<file path="src/rtl/serial_word_rx_pkg.sv">
package serial_word_rx_pkg;
   typedef enum logic {
      FR_IDLE,
      FR_COLLECT
   } frame_state_e;

   typedef enum logic [1:0] {
      WS_IDLE,
      WS_SETUP,
      WS_LOW
   } strobe_state_e;
endpackage

</file>
<file path="src/rtl/swr_sync.sv">
module swr_sync #(
   parameter int STAGES = 2
) (
   input  logic clk,
   input  logic rst_n,
   input  logic ser_clk,
   input  logic ser_dat,
   output logic clk_rise,
   output logic dat_s
);
   logic [STAGES-1:0] clk_chain;
   logic [STAGES-1:0] dat_chain;
   logic              clk_last;

   if (STAGES < 2) begin : g_bad_stages
      $error("swr_sync: STAGES must be at least 2");
   end

   for (genvar i = 0; i < STAGES; i++) begin : g_stage
      if (i == 0) begin : g_first
         always_ff @(posedge clk or negedge rst_n) begin
            if (!rst_n) begin
               clk_chain[0] <= 1'b0;
               dat_chain[0] <= 1'b0;
            end else begin
               clk_chain[0] <= ser_clk;
               dat_chain[0] <= ser_dat;
            end
         end
      end else begin : g_next
         always_ff @(posedge clk or negedge rst_n) begin
            if (!rst_n) begin
               clk_chain[i] <= 1'b0;
               dat_chain[i] <= 1'b0;
            end else begin
               clk_chain[i] <= clk_chain[i-1];
               dat_chain[i] <= dat_chain[i-1];
            end
         end
      end
   end

   always_ff @(posedge clk or negedge rst_n) begin
      if (!rst_n) clk_last <= 1'b0;
      else        clk_last <= clk_chain[STAGES-1];
   end

   assign clk_rise = clk_chain[STAGES-1] & ~clk_last;
   assign dat_s    = dat_chain[STAGES-1];
endmodule

</file>
<file path="src/rtl/swr_deframer.sv">
module swr_deframer
   import serial_word_rx_pkg::*;
#(
   parameter int WORD_W      = 20,
   parameter int TIMEOUT_CYC = 64
) (
   input  logic              clk,
   input  logic              rst_n,
   input  logic              standby_n,
   input  logic              clk_rise,
   input  logic              dat_s,
   output logic              word_vld,
   output logic [WORD_W-1:0] word
);
   localparam int CNT_W = $clog2(WORD_W);
   localparam int TMO_W = $clog2(TIMEOUT_CYC + 1);

   frame_state_e      state;
   logic [WORD_W-1:0] shreg;
   logic [CNT_W-1:0]  bit_cnt;
   logic [TMO_W-1:0]  idle_cnt;

   if (WORD_W < 2) begin : g_bad_width
      $error("swr_deframer: WORD_W must be at least 2");
   end
   if (TIMEOUT_CYC < 2) begin : g_bad_tmo
      $error("swr_deframer: TIMEOUT_CYC must be at least 2");
   end

   always_ff @(posedge clk or negedge rst_n) begin
      if (!rst_n) begin
         state    <= FR_IDLE;
         shreg    <= '0;
         bit_cnt  <= '0;
         idle_cnt <= '0;
         word_vld <= 1'b0;
         word     <= '0;
      end else begin
         word_vld <= 1'b0;
         if (!standby_n) begin
            state    <= FR_IDLE;
            bit_cnt  <= '0;
            idle_cnt <= '0;
         end else begin
            case (state)
               FR_IDLE: begin
                  if (clk_rise && dat_s) begin
                     state    <= FR_COLLECT;
                     bit_cnt  <= '0;
                     idle_cnt <= '0;
                  end
               end
               FR_COLLECT: begin
                  if (clk_rise) begin
                     shreg    <= {dat_s, shreg[WORD_W-1:1]};
                     idle_cnt <= '0;
                     if (bit_cnt == CNT_W'(WORD_W - 1)) begin
                        word     <= {dat_s, shreg[WORD_W-1:1]};
                        word_vld <= 1'b1;
                        state    <= FR_IDLE;
                     end else begin
                        bit_cnt <= bit_cnt + 1'b1;
                     end
                  end else if (idle_cnt == TMO_W'(TIMEOUT_CYC - 1)) begin
                     state <= FR_IDLE;
                  end else begin
                     idle_cnt <= idle_cnt + 1'b1;
                  end
               end
               default: state <= FR_IDLE;
            endcase
         end
      end
   end

   assert_bitcnt_bound_R3: assert property (@(posedge clk) disable iff (!rst_n)
      bit_cnt < CNT_W'(WORD_W));
   assert_timeout_bound_R7: assert property (@(posedge clk) disable iff (!rst_n)
      (state == FR_COLLECT) |-> (idle_cnt < TMO_W'(TIMEOUT_CYC)));
   assert_word_from_frame_R2: assert property (@(posedge clk) disable iff (!rst_n)
      word_vld |-> $past(state == FR_COLLECT));
   assert_standby_no_word_R6: assert property (@(posedge clk) disable iff (!rst_n)
      !standby_n |=> !word_vld);
endmodule

</file>
<file path="src/rtl/swr_strobe_gen.sv">
module swr_strobe_gen
   import serial_word_rx_pkg::*;
#(
   parameter int WORD_W    = 20,
   parameter int PULSE_CYC = 4
) (
   input  logic              clk,
   input  logic              rst_n,
   input  logic              standby_n,
   input  logic              word_vld,
   input  logic [WORD_W-1:0] word,
   output logic [WORD_W-1:0] par_data,
   output logic              wr_strobe_n
);
   localparam int PC_W = $clog2(PULSE_CYC + 1);
   localparam int LL_W = $clog2(PULSE_CYC + 2);

   strobe_state_e    state;
   logic [PC_W-1:0]  pulse_cnt;
   logic [LL_W-1:0]  low_len;

   if (PULSE_CYC < 1) begin : g_bad_pulse
      $error("swr_strobe_gen: PULSE_CYC must be at least 1");
   end

   always_ff @(posedge clk or negedge rst_n) begin
      if (!rst_n) begin
         state       <= WS_IDLE;
         par_data    <= '0;
         wr_strobe_n <= 1'b1;
         pulse_cnt   <= '0;
      end else if (!standby_n) begin
         state       <= WS_IDLE;
         wr_strobe_n <= 1'b1;
         pulse_cnt   <= '0;
      end else if (word_vld) begin
         par_data    <= word;
         wr_strobe_n <= 1'b1;
         state       <= WS_SETUP;
      end else begin
         case (state)
            WS_SETUP: begin
               wr_strobe_n <= 1'b0;
               pulse_cnt   <= PC_W'(PULSE_CYC - 1);
               state       <= WS_LOW;
            end
            WS_LOW: begin
               if (pulse_cnt == '0) begin
                  wr_strobe_n <= 1'b1;
                  state       <= WS_IDLE;
               end else begin
                  pulse_cnt <= pulse_cnt - 1'b1;
               end
            end
            default: state <= WS_IDLE;
         endcase
      end
   end

   always_ff @(posedge clk or negedge rst_n) begin
      if (!rst_n)            low_len <= '0;
      else if (!wr_strobe_n) low_len <= low_len + 1'b1;
      else                   low_len <= '0;
   end

   assert_pulse_len_R5: assert property (@(posedge clk) disable iff (!rst_n)
      low_len <= LL_W'(PULSE_CYC));
   assert_data_setup_R4: assert property (@(posedge clk) disable iff (!rst_n)
      $fell(wr_strobe_n) |-> $stable(par_data));
   assert_strobe_high_standby_R6: assert property (@(posedge clk) disable iff (!rst_n)
      !standby_n |=> wr_strobe_n);
   assert_data_hold_standby_R6: assert property (@(posedge clk) disable iff (!rst_n)
      !standby_n |=> $stable(par_data));
endmodule

</file>
<file path="src/rtl/serial_word_rx.sv">
module serial_word_rx #(
   parameter int WORD_W      = 20,
   parameter int PULSE_CYC   = 4,
   parameter int TIMEOUT_CYC = 64,
   parameter int SYNC_STAGES = 2
) (
   input  logic              clk,
   input  logic              rst_n,
   input  logic              standby_n,
   input  logic              edge_sel,
   input  logic              ser_clk,
   input  logic              ser_dat,
   output logic [WORD_W-1:0] par_data,
   output logic              wr_strobe_n,
   output logic              rate_fast_q
);
   logic              clk_rise;
   logic              dat_s;
   logic              word_vld;
   logic [WORD_W-1:0] word;

   swr_sync #(.STAGES(SYNC_STAGES)) u_sync (
      .clk      (clk),
      .rst_n    (rst_n),
      .ser_clk  (ser_clk),
      .ser_dat  (ser_dat),
      .clk_rise (clk_rise),
      .dat_s    (dat_s)
   );

   swr_deframer #(.WORD_W(WORD_W), .TIMEOUT_CYC(TIMEOUT_CYC)) u_deframer (
      .clk       (clk),
      .rst_n     (rst_n),
      .standby_n (standby_n),
      .clk_rise  (clk_rise),
      .dat_s     (dat_s),
      .word_vld  (word_vld),
      .word      (word)
   );

   swr_strobe_gen #(.WORD_W(WORD_W), .PULSE_CYC(PULSE_CYC)) u_strobe (
      .clk         (clk),
      .rst_n       (rst_n),
      .standby_n   (standby_n),
      .word_vld    (word_vld),
      .word        (word),
      .par_data    (par_data),
      .wr_strobe_n (wr_strobe_n)
   );

   always_ff @(posedge clk or negedge rst_n) begin
      if (!rst_n) rate_fast_q <= 1'b0;
      else        rate_fast_q <= edge_sel;
   end

   assert_rate_follows_R8: assert property (@(posedge clk) disable iff (!rst_n)
      $past(rst_n) |-> (rate_fast_q == $past(edge_sel)));
endmodule

</file>
<file path="config.mk">
export PLATFORM = sky130hd
export DESIGN_NAME = serial_word_rx
export DESIGN_NICKNAME = d
export VERILOG_FILES = /design/src/rtl/serial_word_rx_pkg.sv /design/src/rtl/swr_sync.sv /design/src/rtl/swr_deframer.sv /design/src/rtl/swr_strobe_gen.sv /design/src/rtl/serial_word_rx.sv
export SDC_FILE = /design/constraint.sdc
export NUM_CORES = 1
export LEC_CHECK = 0
export ABC_AREA = 1
export BUFFER_PORTS_ARGS = -buffer_cell sky130_fd_sc_hd__buf_2
export CAP_MARGIN = 20
export CORE_UTILIZATION = 50
export DETAILED_ROUTE_END_ITERATION = 6
export PLACE_DENSITY_LB_ADDON = 0.3
export SYNTH_ARGS = -nofsm -noshare
export SYNTH_HDL_FRONTEND = slang
export SYNTH_SLANG_ARGS = --single-unit
</file>
<file path="constraint.sdc">
create_clock -name clk -period 3.9 [get_ports clk]
set_input_delay 1.17 -clock clk [delete_from_list [all_inputs] [get_ports clk]]
set_output_delay 1.17 -clock clk [all_outputs]
set_load 0.02 [all_outputs]
</file>
### Word level (Yosys, flattened, before mapping)

Cells that the tools add are included.

* add/subtract/negate cells: 3
* equal/unequal tests: 13
* multiplexer cells: 32
* bitwise gates (word level): 3
* reduce and logical (&&, ||, !) cells: 9

Operators with widths (number)
* 2-to-1 mux 7 bit: 4
* 2-to-1 mux 5 bit: 4
* one-hot mux 7 bit (2 select lines): 1
* 2-to-1 mux 1 bit: 12
* one-hot mux 5 bit (2 select lines): 1
* 2-to-1 mux 3 bit: 3
* AND reduction 3 bit: 3
* != test 4 x 3 -> 1 bit, second input constant: 2
* adder 7 x 1 -> 7 bit, second input constant: 1
* == test 7 x 6 -> 1 bit, second input constant: 1
* 2-to-1 mux 2 bit: 3
* != test 3 x 2 -> 1 bit, second input constant: 2
* != test 3 bit, second input constant: 2
* one-hot mux 3 bit (2 select lines): 1
* AND reduction 2 bit: 3
* adder 5 x 1 -> 5 bit, second input constant: 1
* == test 5 bit, second input constant: 1
* != test 4 x 1 -> 1 bit, second input constant: 1
* one-hot mux 1 bit (2 select lines): 2
* one-hot mux 2 bit (2 select lines): 1
* AND reduction 4 bit: 1
* zero test 3 bit: 1
* != test 3 x 1 -> 1 bit, second input constant: 1
* subtractor 3 x 1 -> 3 bit, second input constant: 1
* 6 further kinds: 7

* register bits after elaboration: 86
* input bits: 6
* output and inout bits: 22
* word-level logic and storage cells: 76

### Logic depth before layout (Yosys ltp)

* word-level depth: 6
* depth in mapped cells: 9
* depth with buffers taken out: 8

### Modules after synthesis

From an unflattened synthesis, not the netlist that was laid out.

* cells, all modules: 404
* area, all modules: 3677.3 sq um

By module, submodules not included
* swr_deframer: instances 1, cells each 261, area an instance 2309.7 sq um, seq. area each 1326.3 sq um
* swr_strobe_gen: instances 1, cells each 135, area an instance 1207.4 sq um, seq. area each 651.9 sq um
* swr_sync: instances 1, cells each 7, area an instance 135.1 sq um, seq. area each 125.1 sq um
* serial_word_rx: instances 1, cells each 1, area an instance 25.0 sq um, seq. area each 25.0 sq um

### Worst setup path before layout

OpenSTA, ideal clock, no wires.

* path kind: input -> register
* start: in standby_n
* end: reg u_strobe.par_data[10]
* library setup time: 0.125 ns
* arrival time: 1.979 ns
* data required time: 3.775 ns
* slack: 1.797 ns
* cell stages on the path: 4
* path buffers: 2
* cell sequence: buf_4 > nand2_1 > buf_2 > mux2_2

* cells in the longest elaborated chain, start to end: 1

RTL lines
* from (decl): RTL line serial_word_rx.sv:9 `input logic standby_n,`
* AND reduction 2 bit (no line)
* to (signal assigned): RTL line swr_strobe_gen.sv:37 `par_data <= word;`
* to (decl): RTL line swr_strobe_gen.sv:12 `output logic [WORD_W-1:0] par_data,`

Every way passes these cells.
A chain may end at the register's enable or synchronous reset.

### Worst setup path after layout

* start: in standby_n
* end: reg u_strobe.pulse_cnt[2]

* cells in the longest elaborated chain, start to end: 2
* elaborated cells on any way between the ends: 5
* classes of those cells: eq/ne (3); mux (1); reduce/logical (1)

RTL lines
* != test 3 bit (no line), or another cell as far along
* AND reduction 3 bit (no line)
* to (signal assigned): RTL line swr_strobe_gen.sv:44 `pulse_cnt <= PC_W'(PULSE_CYC - 1);`
* to (signal assigned): RTL line swr_strobe_gen.sv:52 `pulse_cnt <= pulse_cnt - 1'b1;`
* to (decl): RTL line swr_strobe_gen.sv:19 `logic [PC_W-1:0] pulse_cnt;`

Parallel ways exist; a longest one is shown, timed or not.

==> flow_summary.json <==
{
  "min_path_cells": 0,
  "setup_ws_ns": 1.56,
  "synthDistinctLibCells": 29,
  "max_slew_margin": 0.377,
  "synth.area.top_cells": "dfrtp_1, nand2_1, mux2_2, o21ai_2, o21ai_0",
  "cts_tree": "done",
  "cp-start-kind": "input port",
  "htree_levels": 3,
  "rsz0062_at_grt": "false",
  "yosys_most_used_dff": "dfrtp_1",
  "cts_root_buf": "clkbuf_8",
  "async_reset_ff_frac": 1.00,
  "place_inst": 458,
  "pre_cts_slack_ns": 1.17,
  "finalSetupViolCount": 0,
  "cts_resized": 0,
  "ys_ff_latch": 85,
  "start_util": 0.527,
  "swShare": 0.232,
  "synth_nets": 357,
  "fmax_ghz": 0.428,
  "final_common_cell": "dfrtp_1",
  "io_buffer_count": 27,
  "p_total_mw": 1.75,
  "cts_made_buffers": 9,
  "ios": 28,
  "die_area_mm2": 0.00762,
  "antenna_found_initial": 0,
  "synth-edff-count": 0,
  "die_w_um": 87.3,
  "power.density_mw_per_mm2": 432,
  "hold_viol_final": 0,
  "finish.net_count": 386,
  "cp.arrival_ns": 2.55,
  "period_share": 0.600,
  "status": "completed",
  "hpwlAfterDp_um": 3740,
  "vdd_drop_max_v": 0.000151,
  "worstRegToRegCells": 4,
  "critPathKind": "input port to flip-flop",
  "design.core.area_mm2": 0.00691,
  "drtIter0Drc": 149,
  "crit_fanout": 22,
  "path_clk_slew_ns": 0.08,
  "ant_nets": 0,
  "first_pass_iters": 4,
  "yosys_warnings": 0,
  "place_congestion": 0.787,
  "synth-seq-area-share": 0.585,
  "grt_max_degree": 86,
  "r2r_start": "u_deframer.word_vld",
  "vias": 2350,
  "wl_um": 5810,
  "hold_class": "flip-flop to flip-flop",
  "via_per_inst": 4.97,
  "clock_latency_ns": 0.33,
  "grt.total_usage": 0.172,
  "cts_setup_buffers": 0,
  "skew_ns": 0.00755,
  "wire_per_inst_um": 12.3,
  "num_rows": 30,
  "avgSynthCellArea_um2": 10.5,
  "grt_pass1_wl_um": 10300,
  "cts_hold_buf": 0,
  "fin_cells": 473,
  "fin_crit_ns": 2.34,
  "reg2reg_setup_slack_ns": 2.18,
  "end_kind": "flip-flop",
  "worst_pin_slew_ns": 0.932,
  "synth_top_area_cell": "dfrtp_1",
  "fin_util": 0.587,
  "grt_pass1_vias": 2295,
  "critical_path_required_ns": 4.11,
  "synth_cells": 345,
  "synth_area_mm2": 0.00364,
  "final_cell_mix": "dfrtp_1, nand2_1, inv_1, o21ai_0, buf_2",
  "timing_max_transition_violations_final": 0,
  "intPower_mw": 1.34,
  "n_antenna_cell": 0,
  "remaining_drc_errors": 0,
  "cts_buffer_depth": 2,
  "timing.setup.tns_ns": 0,
  "rr_endpoint": "u_strobe.pulse_cnt[2]",
  "syn2layout_area_growth_pct": 11.5,
  "combPwrFrac": 0.069,
  "hold_end": "u_sync.clk_chain[1]",
  "overflow": 0,
  "cts_sinks": 85,
  "die_h_um": 87.3,
  "layout-drive-gt1-share": 0.271,
  "p_leak_nw": 2.15,
  "p_sw_mw": 0.405,
  "clkPwrFrac": 0.376,
  "holdCritStartpoint": "u_sync.clk_chain[0]",
  "cap_violations": 0,
  "synth_top_area_frac": 0.578,
  "p_seq_frac": 0.555
}
cell usage after synthesis, types with 4 or more instances:
cell     count
dfrtp_1     84
nand2_1     80
inv_1       34
o21ai_0     26
mux2_2      21
nand3_1     16
o21ai_2     16
nor2_1      11
nand2_2      9
ha_1         6
nand4_1      5
a21oi_1      4
buf_2        4
buf_6        4
layout make-up:
class,count,area (um2)
Multi-Input combinational cell,213,1290
Clock inverter,4,73.8
Sequential cell,85,2130
Clock buffer,10,138
Tap cell,96,120
Fill cell,619,2850
Timing Repair Buffer,28,165
Inverter,37,139
worst max-delay path, cell delays in order:
cell     delay, ns
buf_2         0.16
nand2_1       0.70
nand2_1       0.29
nand2_1       0.13
o21ai_0       0.09
logic make-up after synthesis:
kind of cell,after synthesis,synth area share
and+or+nand+nor,132,0.175
xor gates and xnor gates,2,0.00482
buffers and inverters,47,0.0602
AOI/OAI and AO/OA,52,0.0898
muxes,21,0.0650
DFF,85,0.585
adders and majority gates,6,0.0206
power by group through the flow:
stage | combinational [mW] | clock, mW | sequential (mW)
final | 0.121 | 0.658 | 0.971
after global routing | 0.141 | 0.716 | 0.979
after CTS | 0.121 | 0.679 | 0.971
after detailed placement | 0.120 | 0 | 0.986
after global placement | 0.117 | 0 | 0.985
after floorplan | 0.0824 | 0 | 0.980
flip-flops by register name, indices dropped and copies added (netlist names):
signal / flops
u_sync.dat_s: 1
u_sync.clk_last: 1
u_strobe.par_data: 20
u_deframer.word_vld: 1
u_sync.dat_chain: 1
u_strobe.pulse_cnt: 3
u_strobe.state: 2
u_deframer.shreg: 19
u_deframer.bit_cnt: 5
u_sync.clk_chain: 2
u_deframer.idle_cnt: 7
u_deframer.state: 1
rate_fast_q: 1
u_deframer.word: 20
u_strobe.wr_strobe_n: 1
per-stage QoR:
stage               hold WS (ns)  instance area, um2
global route               0.364                4060
detailed placement         0.336                3820
floorplan                  0.331                3640
finish                     0.357                4060
CTS                        0.354                4030
global placement           0.334                3820
routing by layer:
metal / vias up / track usage / wire, um
li1: 1170 / - / -
met1: 1137 / 0.233 / 2980
met5: - / 0 / 0
met2: 36 / 0.274 / 2580
met4: 0 / 0.0805 / 91
met3: 7 / 0.0265 / 162
how the worst max path moves through the flow:
stage,from,endpoint,slack [ns],cells after the start
final,standby_n,u_strobe.pulse_cnt[2],1.56,5
after floorplan,standby_n,u_strobe.par_data[10],1.80,4
after detailed placement,standby_n,u_strobe.pulse_cnt[2],1.17,5
after CTS,standby_n,u_strobe.pulse_cnt[2],1.53,5
after global placement,standby_n,u_strobe.pulse_cnt[1],1.27,5
after global routing,standby_n,u_strobe.pulse_cnt[1],1.38,5
Power figures use the tool's default switching activity.
